### src/rtl/tmr_pkg.sv
// Shared types for the capture/reload timer.
// Assumes: behaviour is decoded once at the top and fanned out.
package tmr_pkg;
    typedef enum logic [1:0] {
        BEH_CAPTURE = 2'd0,
        BEH_RLD_UP  = 2'd1,
        BEH_RLD_UPDN = 2'd2
    } tmr_beh_e;

    // Decodes the mode inputs into one behaviour.
    function automatic tmr_beh_e decode_beh(input logic reload_mode, input logic dn_en);
        if (!reload_mode) return BEH_CAPTURE;
        else if (dn_en)   return BEH_RLD_UPDN;
        else              return BEH_RLD_UP;
    endfunction
endpackage

### src/rtl/tmr_fall_detect.sv
// Samples a set of pins once per machine cycle and flags a high-then-low pair.
// Assumes: pins are already synchronous to clk; the sample history resets low.
module tmr_fall_detect #(
    parameter int NPINS = 2
) (
    input  logic             clk,
    input  logic             rst_n,
    input  logic             tick,
    input  logic [NPINS-1:0] pins,
    output logic [NPINS-1:0] fall
);
    for (genvar g = 0; g < NPINS; g++) begin : g_pin
        logic last_q;

        // Keeps the sample taken in the previous enabled cycle.
        always_ff @(posedge clk) begin
            if (!rst_n)    last_q <= 1'b0;
            else if (tick) last_q <= pins[g];
        end

        // An edge is a previous sample of 1 with a present sample of 0.
        assign fall[g] = tick & last_q & ~pins[g];
    end
endmodule

### src/rtl/tmr_count_core.sv
// Holds the live count and the overflow/underflow events.
// Assumes: force_rld is already qualified by behaviour, ext_en and the edge.
module tmr_count_core
    import tmr_pkg::*;
#(
    parameter int W = 16
) (
    input  logic         clk,
    input  logic         rst_n,
    input  logic         tick,
    input  logic         run,
    input  logic         ctr_sel,
    input  logic         cnt_fall,
    input  logic         trig_lvl,
    input  tmr_beh_e     beh,
    input  logic         force_rld,
    input  logic [W-1:0] rld_val,
    output logic [W-1:0] count,
    output logic         over_evt,
    output logic         under_evt
);
    localparam logic [W-1:0] TOP = {W{1'b1}};

    logic         step;
    logic         going_down;
    logic [W-1:0] count_n;

    // Decides whether this cycle advances the count, and in which direction.
    always_comb begin
        step       = run & tick & (ctr_sel ? cnt_fall : 1'b1);
        going_down = (beh == BEH_RLD_UPDN) & ~trig_lvl;
        over_evt   = step & ~going_down & (count == TOP);
        under_evt  = step & going_down & (count == rld_val);
    end

    // Picks the next count: an edge reload first, then the boundaries, then a step.
    always_comb begin
        count_n = count;
        if (force_rld)      count_n = rld_val;
        else if (over_evt)  count_n = (beh == BEH_CAPTURE) ? '0 : rld_val;
        else if (under_evt) count_n = TOP;
        else if (step)      count_n = going_down ? count - 1'b1 : count + 1'b1;
    end

    // Count register.
    always_ff @(posedge clk) begin
        if (!rst_n) count <= '0;
        else        count <= count_n;
    end
endmodule

### src/rtl/tmr_cap_reg.sv
// Capture/reload register, written by software or loaded by a capture.
// Assumes: a capture and a software write in one cycle resolve to the capture.
module tmr_cap_reg #(
    parameter int W = 16
) (
    input  logic         clk,
    input  logic         rst_n,
    input  logic         cap,
    input  logic [W-1:0] cap_val,
    input  logic         we,
    input  logic [W-1:0] wdata,
    output logic [W-1:0] value
);
    // Register update, with the capture taking priority.
    always_ff @(posedge clk) begin
        if (!rst_n)   value <= '0;
        else if (cap) value <= cap_val;
        else if (we)  value <= wdata;
    end
endmodule

### src/rtl/tmr_flags.sv
// Sticky overflow and external flags with software clear.
// Assumes: any hardware set or toggle beats a clear in the same cycle.
module tmr_flags (
    input  logic clk,
    input  logic rst_n,
    input  logic ovf_set,
    input  logic ovf_clr,
    input  logic ext_set,
    input  logic ext_tgl,
    input  logic ext_clr,
    output logic ovf_flag,
    output logic ext_flag
);
    // Overflow flag: set wins over clear.
    always_ff @(posedge clk) begin
        if (!rst_n)       ovf_flag <= 1'b0;
        else if (ovf_set) ovf_flag <= 1'b1;
        else if (ovf_clr) ovf_flag <= 1'b0;
    end

    // External flag: toggle, then set, then clear.
    always_ff @(posedge clk) begin
        if (!rst_n)       ext_flag <= 1'b0;
        else if (ext_tgl) ext_flag <= ~ext_flag;
        else if (ext_set) ext_flag <= 1'b1;
        else if (ext_clr) ext_flag <= 1'b0;
    end
endmodule

### src/rtl/tmr_capreload.sv
// Top of the 16-bit capture/reload timer-counter.
// Assumes: tick marks machine cycles; inputs are synchronous to clk.
module tmr_capreload
    import tmr_pkg::*;
#(
    parameter int W = 16
) (
    input  logic         clk,
    input  logic         rst_n,
    input  logic         tick,
    input  logic         cnt_pin,
    input  logic         trig_pin,
    input  logic         run,
    input  logic         ctr_sel,
    input  logic         ext_en,
    input  logic         dn_en,
    input  logic         reload_mode,
    input  logic         rld_we,
    input  logic [W-1:0] rld_wdata,
    input  logic         ovf_clr,
    input  logic         ext_clr,
    output logic [W-1:0] count,
    output logic [W-1:0] rld,
    output logic         ovf_flag,
    output logic         ext_flag
);
    localparam int CNT_IDX  = 0;
    localparam int TRIG_IDX = 1;

    tmr_beh_e   beh;
    logic [1:0] falls;
    logic       do_cap;
    logic       do_rld;
    logic       over_evt;
    logic       under_evt;

    // Behaviour decode and qualification of the trigger edge.
    always_comb begin
        beh    = decode_beh(reload_mode, dn_en);
        do_cap = (beh == BEH_CAPTURE) & ext_en & falls[TRIG_IDX];
        do_rld = (beh == BEH_RLD_UP)  & ext_en & falls[TRIG_IDX];
    end

    tmr_fall_detect #(.NPINS(2)) u_fall (
        .clk   (clk),
        .rst_n (rst_n),
        .tick  (tick),
        .pins  ({trig_pin, cnt_pin}),
        .fall  (falls)
    );

    tmr_count_core #(.W(W)) u_core (
        .clk       (clk),
        .rst_n     (rst_n),
        .tick      (tick),
        .run       (run),
        .ctr_sel   (ctr_sel),
        .cnt_fall  (falls[CNT_IDX]),
        .trig_lvl  (trig_pin),
        .beh       (beh),
        .force_rld (do_rld),
        .rld_val   (rld),
        .count     (count),
        .over_evt  (over_evt),
        .under_evt (under_evt)
    );

    tmr_cap_reg #(.W(W)) u_cap (
        .clk     (clk),
        .rst_n   (rst_n),
        .cap     (do_cap),
        .cap_val (count),
        .we      (rld_we),
        .wdata   (rld_wdata),
        .value   (rld)
    );

    tmr_flags u_flags (
        .clk      (clk),
        .rst_n    (rst_n),
        .ovf_set  (over_evt | under_evt),
        .ovf_clr  (ovf_clr),
        .ext_set  (do_cap | do_rld),
        .ext_tgl  ((beh == BEH_RLD_UPDN) & (over_evt | under_evt)),
        .ext_clr  (ext_clr),
        .ovf_flag (ovf_flag),
        .ext_flag (ext_flag)
    );
endmodule

### config.mk
export PLATFORM = sky130hd
export DESIGN_NAME = tmr_capreload
export DESIGN_NICKNAME = d
export VERILOG_FILES = /design/src/rtl/tmr_pkg.sv /design/src/rtl/tmr_fall_detect.sv /design/src/rtl/tmr_count_core.sv /design/src/rtl/tmr_cap_reg.sv /design/src/rtl/tmr_flags.sv /design/src/rtl/tmr_capreload.sv
export SDC_FILE = /design/constraint.sdc
export NUM_CORES = 1
export LEC_CHECK = 0
export ABC_AREA = 1
export ABC_CLOCK_PERIOD_IN_PS = 5400
export CAP_MARGIN = 20
export CORE_AREA = 2 2 117 74
export CTS_BUF_LIST = sky130_fd_sc_hd__clkbuf_8 sky130_fd_sc_hd__clkbuf_16
export DETAILED_ROUTE_END_ITERATION = 7
export DIE_AREA = 0 0 119 76
export HOLD_SLACK_MARGIN = 0.06
export PLACE_DENSITY = 0.69
export SLEW_MARGIN = 0
export SYNTH_ARGS = -nofsm -noshare
export SYNTH_HDL_FRONTEND = slang
export SYNTH_SLANG_ARGS = --single-unit
### constraint.sdc
create_clock -name clk -period 5.4 [get_ports clk]
set_clock_uncertainty 0.1 [all_clocks]
set_input_delay 1.08 -clock clk [delete_from_list [all_inputs] [get_ports clk]]
set_output_delay 1.08 -clock clk [all_outputs]
set_load 0.01 [all_outputs]
==> results of run 1 <==
-- where the power goes --
| part | internal [mW] | total (mW) | switching (mW) |
|---|---|---|---|
| logic | 0.0665 | 0.149 | 0.0825 |
| clock network | 0.166 | 0.280 | 0.114 |
| registers | 0.277 | 0.295 | 0.0181 |
-- per-layer routing --
metal,global-route usage,share of wire,wire (microns),up-vias
met1,0.346,0.48,5040,1713
met2,0.319,0.39,4130,196
met4,0.0655,0.015,159,0
met5,0,0,0,-
li1,-,-,-,1799
met3,0.0614,0.11,1200,15
-- stage by stage --
step / total power, mW / cell area, sq um / hold slack (ps) / std cells
2_1_floorplan: 0.382 / 3110 / 364 / 516
6_report: 0.724 / 3900 / 411 / 677
5_1_grt: 0.756 / 3900 / 481 / 677
3_5_place_dp: 0.445 / 3750 / 395 / 669
3_3_place_gp: 0.443 / 3750 / 386 / 669
4_1_cts: 0.723 / 3880 / 406 / 676
-- layout make-up --
| cell class | count | area [sq um] | area share |
|---|---|---|---|
| sequential | 36 | 721 | 0.185 |
| multi-input combinational | 383 | 1980 | 0.508 |
| tap | 112 | 140 | 0.0359 |
| clock buffer | 5 | 125 | 0.0321 |
| timing repair buffer | 64 | 643 | 0.165 |
| inverter | 75 | 282 | 0.0722 |
| clock inverter | 2 | 8.76 | 0.00225 |
-- synthesized netlist by cell type, types with 2 or more instances --
library cell	count	share of area
xnor2_1	4	0.011
o211ai_1	7	0.017
inv_1	72	0.087
buf_1	2	0.0024
nand2_2	11	0.022
nand3_2	2	0.0064
a41oi_1	8	0.023
a211oi_1	4	0.0097
nor2_1	45	0.054
nor2_2	2	0.0040
nand2_1	129	0.16
dfxtp_1	36	0.23
o21ai_0	17	0.027
buf_6	5	0.018
a31oi_1	13	0.026
nand4_1	12	0.024
a41o_1	2	0.0064
nand3_1	62	0.10
o22ai_1	4	0.0081
nand3b_1	3	0.0072
a21oi_2	2	0.0056
inv_2	3	0.0036
a21oi_1	28	0.045
xor2_1	17	0.048
clkbuf_1	11	0.013
buf_2	4	0.0064
-- layout by cell type (no fill, tap or decap), types with 5 or more instances in the layout --
master,count
a21oi_1,28
nand2_1,129
nand4_1,12
dfxtp_1,36
xor2_1,17
a41oi_1,8
o211ai_1,7
nand3_1,62
o21ai_0,17
nand2_2,11
a31oi_1,13
nor2_1,45
clkbuf_16,5
clkdlybuf4s50_1,62
inv_1,73
-- cells by family after synthesis --
kind of cell	share of synthesized area
simple gates	0.396
buf+inv	0.131
compound gates	0.178
flops	0.232
xor+xnor	0.0592
fa+ha+maj	0.00403
-- state kept, by name, summed over array words and instances (netlist names) --
| register | flops |
|---|---|
| u_cap.value | 16 |
| u_flags.ext_flag | 1 |
| u_flags.ovf_flag | 1 |
| u_core.count | 16 |
| u_fall.g_pin.last_q | 2 |
-- worst min-delay path: cells and delay by family (launching register included) --
kind / cells / cell delay, ps
AOI/OAI and AO/OA: 1 / 70
and+or+nand+nor: 1 / 90
DFF: 1 / 320
-- path summary, 6_finish.rpt --
kind | start | to | slack, ps | cells after the start
hold reg to reg | u_fall.g_pin[1].last_q$_SDFFE_PN0P_ | u_fall.g_pin[1].last_q$_SDFFE_PN0P_ | 410 | 2
setup reg to reg | u_core.count[3]$_SDFFE_PN0P_ | u_core.count[8]$_SDFFE_PN0P_ | 2750 | 8
setup / recovery | reload_mode | u_core.count[8]$_SDFFE_PN0P_ | 1460 | 10
hold / removal | u_fall.g_pin[1].last_q$_SDFFE_PN0P_ | u_fall.g_pin[1].last_q$_SDFFE_PN0P_ | 410 | 2
==> results.yml, run 1 <==
layout:
  antenna_cells: 0
  final_util: 0.481
  nets: 595
  final_layout_size_suffix_gt1_frac: 0.0584
  nFillCells: 801
  area_growth_pct: 25.5
grt:
  grt_first_pass_wirelength_microns: 17000
  grt_max_degree: 33
  grt.overflow.total: 0
  grt_pass1_vias: 3289
  grt_usage: 0.231
  antenna_found_initial: 0
sta:
  slew_headroom: 0.350
  max_clock_freq_mhz: 254
  finalCritPeriodShare: 0.730
  drv_slew: 0
  worst_slack_ps: 1460
  finalCriticalPeriod_ps: 3940
  worst_slew_pin_slew_ps: 971
  setup_tns_ps: 0
  hold_violations: 0
  setup_violations: 0
  grt_setup_unrepaired: "no"
critical_path:
  crit_path_start_kind: "primary input"
  cpPeakStageDelay_ps: 850
  worstPathArrival_ps: 4050
  path_cells: "clkdlybuf4s50_1 > nand2_2 > nor2_4 > nor3_2 > nand2_1 > nand2_2 > nand2_2 > nand3_1 > nand3b_1 > a21oi_1"
  path_delay_family: "simple AND/OR/NAND/NOR gates"
  path_max_fanout: 20
  crit_buf_inv: 1
  critPathCaptureType: "flop"
  worstPathRequired_ps: 5510
  critPathSlowestCell: "clkdlybuf4s50_1"
  cpMostUsedCell: "nand2_2"
  worstSetupPathType: "primary input to flop"
route:
  drt_first_pass_iters: 5
  antenna_left: 0
  drt_iter0_drc: 340
  vias_per_cell: 5.50
  num_vias: 3723
  drc_errors: 0
  drt_wl_total_microns: 10500
  wire_per_inst_microns: 15.6
synthesis:
  netlist_instances: 516
  synthArstFlopShare: 0
  synth_edf_count: 0
  synth-main-ff-cell: "dfxtp_1"
  synth_nets: 546
  synth_cell_type_count: 37
  netlist_area_sq_um: 3110
  syn_avg_cell_area_sq_um: 6.02
  synth_warnings: 0
  yosysSeqAreaShare: 0.232
  yosys_register_bits: 36
cts:
  clock_tree.root_cell: "clkbuf_16"
  clk_pin_slew_worst_paths_ps: 50
  numCtsBuffers: 5
  cts_resized: 0
  clockBufferDepth: 2
  postCtsHoldBufs: 0
  cts_tree: "yes"
  cts_sinks: 36
  post_cts_buffers: 0
  insertion_delay_ps: 290
  cts.htree.levels: 2
pwr:
  leakagePower_nw: 1.64
  p_per_area_nw_per_um2: 186
  peakVddDrop_mv: 0.0942
run_status:
  status: "completed"
hold_path:
  hold_class: "flop to flop"
floorplanning:
  start_util: 0.384
  die_h_microns: 76
  num_rows: 26
  pin_count: 63
  dieArea_sq_um: 9040
  core_sq_um: 8100
  dieWidth_microns: 119
placement:
  io_buffers: 62
  gp_congestion: 0.916
  dp_slack_ps: 1220
  place_hpwl_microns: 7820
run:
  max_cap_viol_count: 0
No activity file was read; power rests on OpenSTA's default activity.
==> run 2: changes to the inputs <==
--- a/config.mk
+++ b/config.mk
@@ -6,14 +6,14 @@
 export NUM_CORES = 1
 export LEC_CHECK = 0
 export ABC_AREA = 1
-export ABC_CLOCK_PERIOD_IN_PS = 5400
+export ABC_CLOCK_PERIOD_IN_PS = 3200
 export CAP_MARGIN = 20
 export CORE_AREA = 2 2 117 74
 export CTS_BUF_LIST = sky130_fd_sc_hd__clkbuf_8 sky130_fd_sc_hd__clkbuf_16
 export DETAILED_ROUTE_END_ITERATION = 7
 export DIE_AREA = 0 0 119 76
 export HOLD_SLACK_MARGIN = 0.06
-export PLACE_DENSITY = 0.69
+export PLACE_DENSITY = 0.71
 export SLEW_MARGIN = 0
 export SYNTH_ARGS = -nofsm -noshare
 export SYNTH_HDL_FRONTEND = slang
==> constraint.sdc (replaced) <==
create_clock -name clk -period 3.2 [get_ports clk]
set_clock_uncertainty 0.1 [all_clocks]
set_input_delay 0.64 -clock clk [delete_from_list [all_inputs] [get_ports clk]]
set_output_delay 0.64 -clock clk [all_outputs]
set_load 0.01 [all_outputs]
==> run 2 against run 1 <==
Compared with the run above: flip-flop and latch count unchanged; sequential power is 68% higher; combinational power rose by 72%; cell count grew 1.6%; cell area rose by 2.5%; total power grew 83%; utilization increased by 1.2 points; highest routed layer unchanged.
==> results.yml, run 2 (same netlist as run 1, synthesis figures left out) <==
cts:
  clk_pin_slew_worst_paths_ps: 60
  clock_tree.root_cell: "clkbuf_16"
  post_cts_buffers: 0
  cts_sinks: 36
  postCtsHoldBufs: 0
  clockBufferDepth: 2
  numCtsBuffers: 5
  cts_resized: 0
  cts.htree.levels: 2
  insertion_delay_ps: 290
  cts_tree: "yes"
sta:
  grt_setup_unrepaired: "no"
  worst_slack_ps: 373
  finalCriticalPeriod_ps: 2830
  worst_slew_pin_slew_ps: 867
  finalCritPeriodShare: 0.884
  hold_slack_ps: 416
  slew_headroom: 0.422
  setup_tns_ps: 0
  hold_violations: 0
  drv_slew: 0
  setup_violations: 0
  max_clock_freq_mhz: 354
placement:
  dp_slack_ps: 165
  gp_congestion: 0.954
  place_hpwl_microns: 8000
  io_buffers: 62
layout:
  area_growth_pct: 28.6
  antenna_cells: 0
  mostFrequentLayoutCell: "nand2_1"
  nets: 605
  final_layout_size_suffix_gt1_frac: 0.0764
  final_cell_mix: "nand2_1 (129), inv_1 (73), nand3_1 (62), clkdlybuf4s50_1 (62), nor2_1 (45)"
  top_regs: "u_cap.value (16), u_core.count (16), u_fall.g_pin.last_q (2)"
critical_path:
  worstPathArrival_ps: 2940
  worstPathRequired_ps: 3320
  crit_path_start_kind: "primary input"
  worstSetupPathType: "primary input to flop"
  path_max_fanout: 14
  critPathCaptureType: "flop"
floorplanning:
  start_util: 0.384
  num_rows: 26
  dieArea_sq_um: 9040
  dieWidth_microns: 119
  pin_count: 63
  core_sq_um: 8100
  die_h_microns: 76
route:
  antenna_left: 0
  wire_per_inst_microns: 15.3
  vias_per_cell: 5.38
  drt_wl_total_microns: 10500
  drt_iter0_drc: 344
  drt_first_pass_iters: 5
  drc_errors: 0
  num_vias: 3704
grt:
  met1_usage: 0.359
  antenna_found_initial: 0
  grt_usage: 0.232
  grt.overflow.total: 0
  grt_first_pass_wirelength_microns: 17100
  grt_max_degree: 33
  grt_pass1_vias: 3304
  grt_util_met3: 0.0457
  grtUsageMet2: 0.321
  busiest_layer: "met1"
run:
  max_cap_viol_count: 0
pwr:
  leakagePower_nw: 1.70
  finalPower_mw: 1.33
  p_per_area_nw_per_um2: 332
  peakVddDrop_mv: 0.246
hold_path:
  hold_class: "flop to flop"
run_status:
  status: "completed"
[run 2: metrics by stage]
step	cells	cell area, sq um	utilization
finish	688	4000	0.494
global route	688	4000	0.494
CTS	688	4000	0.494
detailed placement	680	3830	0.473
global placement	680	3830	0.473
floorplan	516	3110	-
[run 2: where the power goes]
| part | internal, mW | switching, mW | leakage [nW] |
|---|---|---|---|
| clock network | 0.364 | 0.209 | 0.0850 |
| registers | 0.467 | 0.0295 | 0.294 |
| logic | 0.116 | 0.140 | 1.32 |
| total | 0.947 | 0.379 | 1.70 |
[run 2: cell type report]
cell class                 instances  area [sq um]
inverter                          75           282
fill                             819          4100
clock inverter                     3          38.8
clock buffer                       5           125
tap                              112           140
sequential                        36           721
timing repair buffer              74           711
multi-input combinational        383          1980
[run 2: path summary, 6_finish.rpt]
| kind | start | to | slack [ps] | cells after the start |
|---|---|---|---|---|
| max | reload_mode | u_core.count[14]$_SDFFE_PN0P_ | 370 | 16 |
| min reg2reg | u_fall.g_pin[1].last_q$_SDFFE_PN0P_ | u_fall.g_pin[1].last_q$_SDFFE_PN0P_ | 420 | 2 |
| max reg2reg | u_core.count[3]$_SDFFE_PN0P_ | u_core.count[14]$_SDFFE_PN0P_ | 880 | 8 |
| min | u_fall.g_pin[1].last_q$_SDFFE_PN0P_ | u_fall.g_pin[1].last_q$_SDFFE_PN0P_ | 420 | 2 |
[run 2: metal layers]
metal	vias up	share of wire
met4	0	0.0094
met2	178	0.41
met3	10	0.082
met1	1693	0.50
li1	1823	-
met5	-	0
[run 2: worst max-delay path, stage by stage]
cell and delay (ps):
clkdlybuf4s50_1 630, nand3_4 240, nand2_2 120, nand2_1 50, inv_1 50, ha_1 130
inv_1 40, nand2_1 120, nand4_1 150, nand2_1 200, nand2_1 90, nand2_1 70
nand2_1 50, nand3_1 140, nand2_1 70, a21oi_1 150
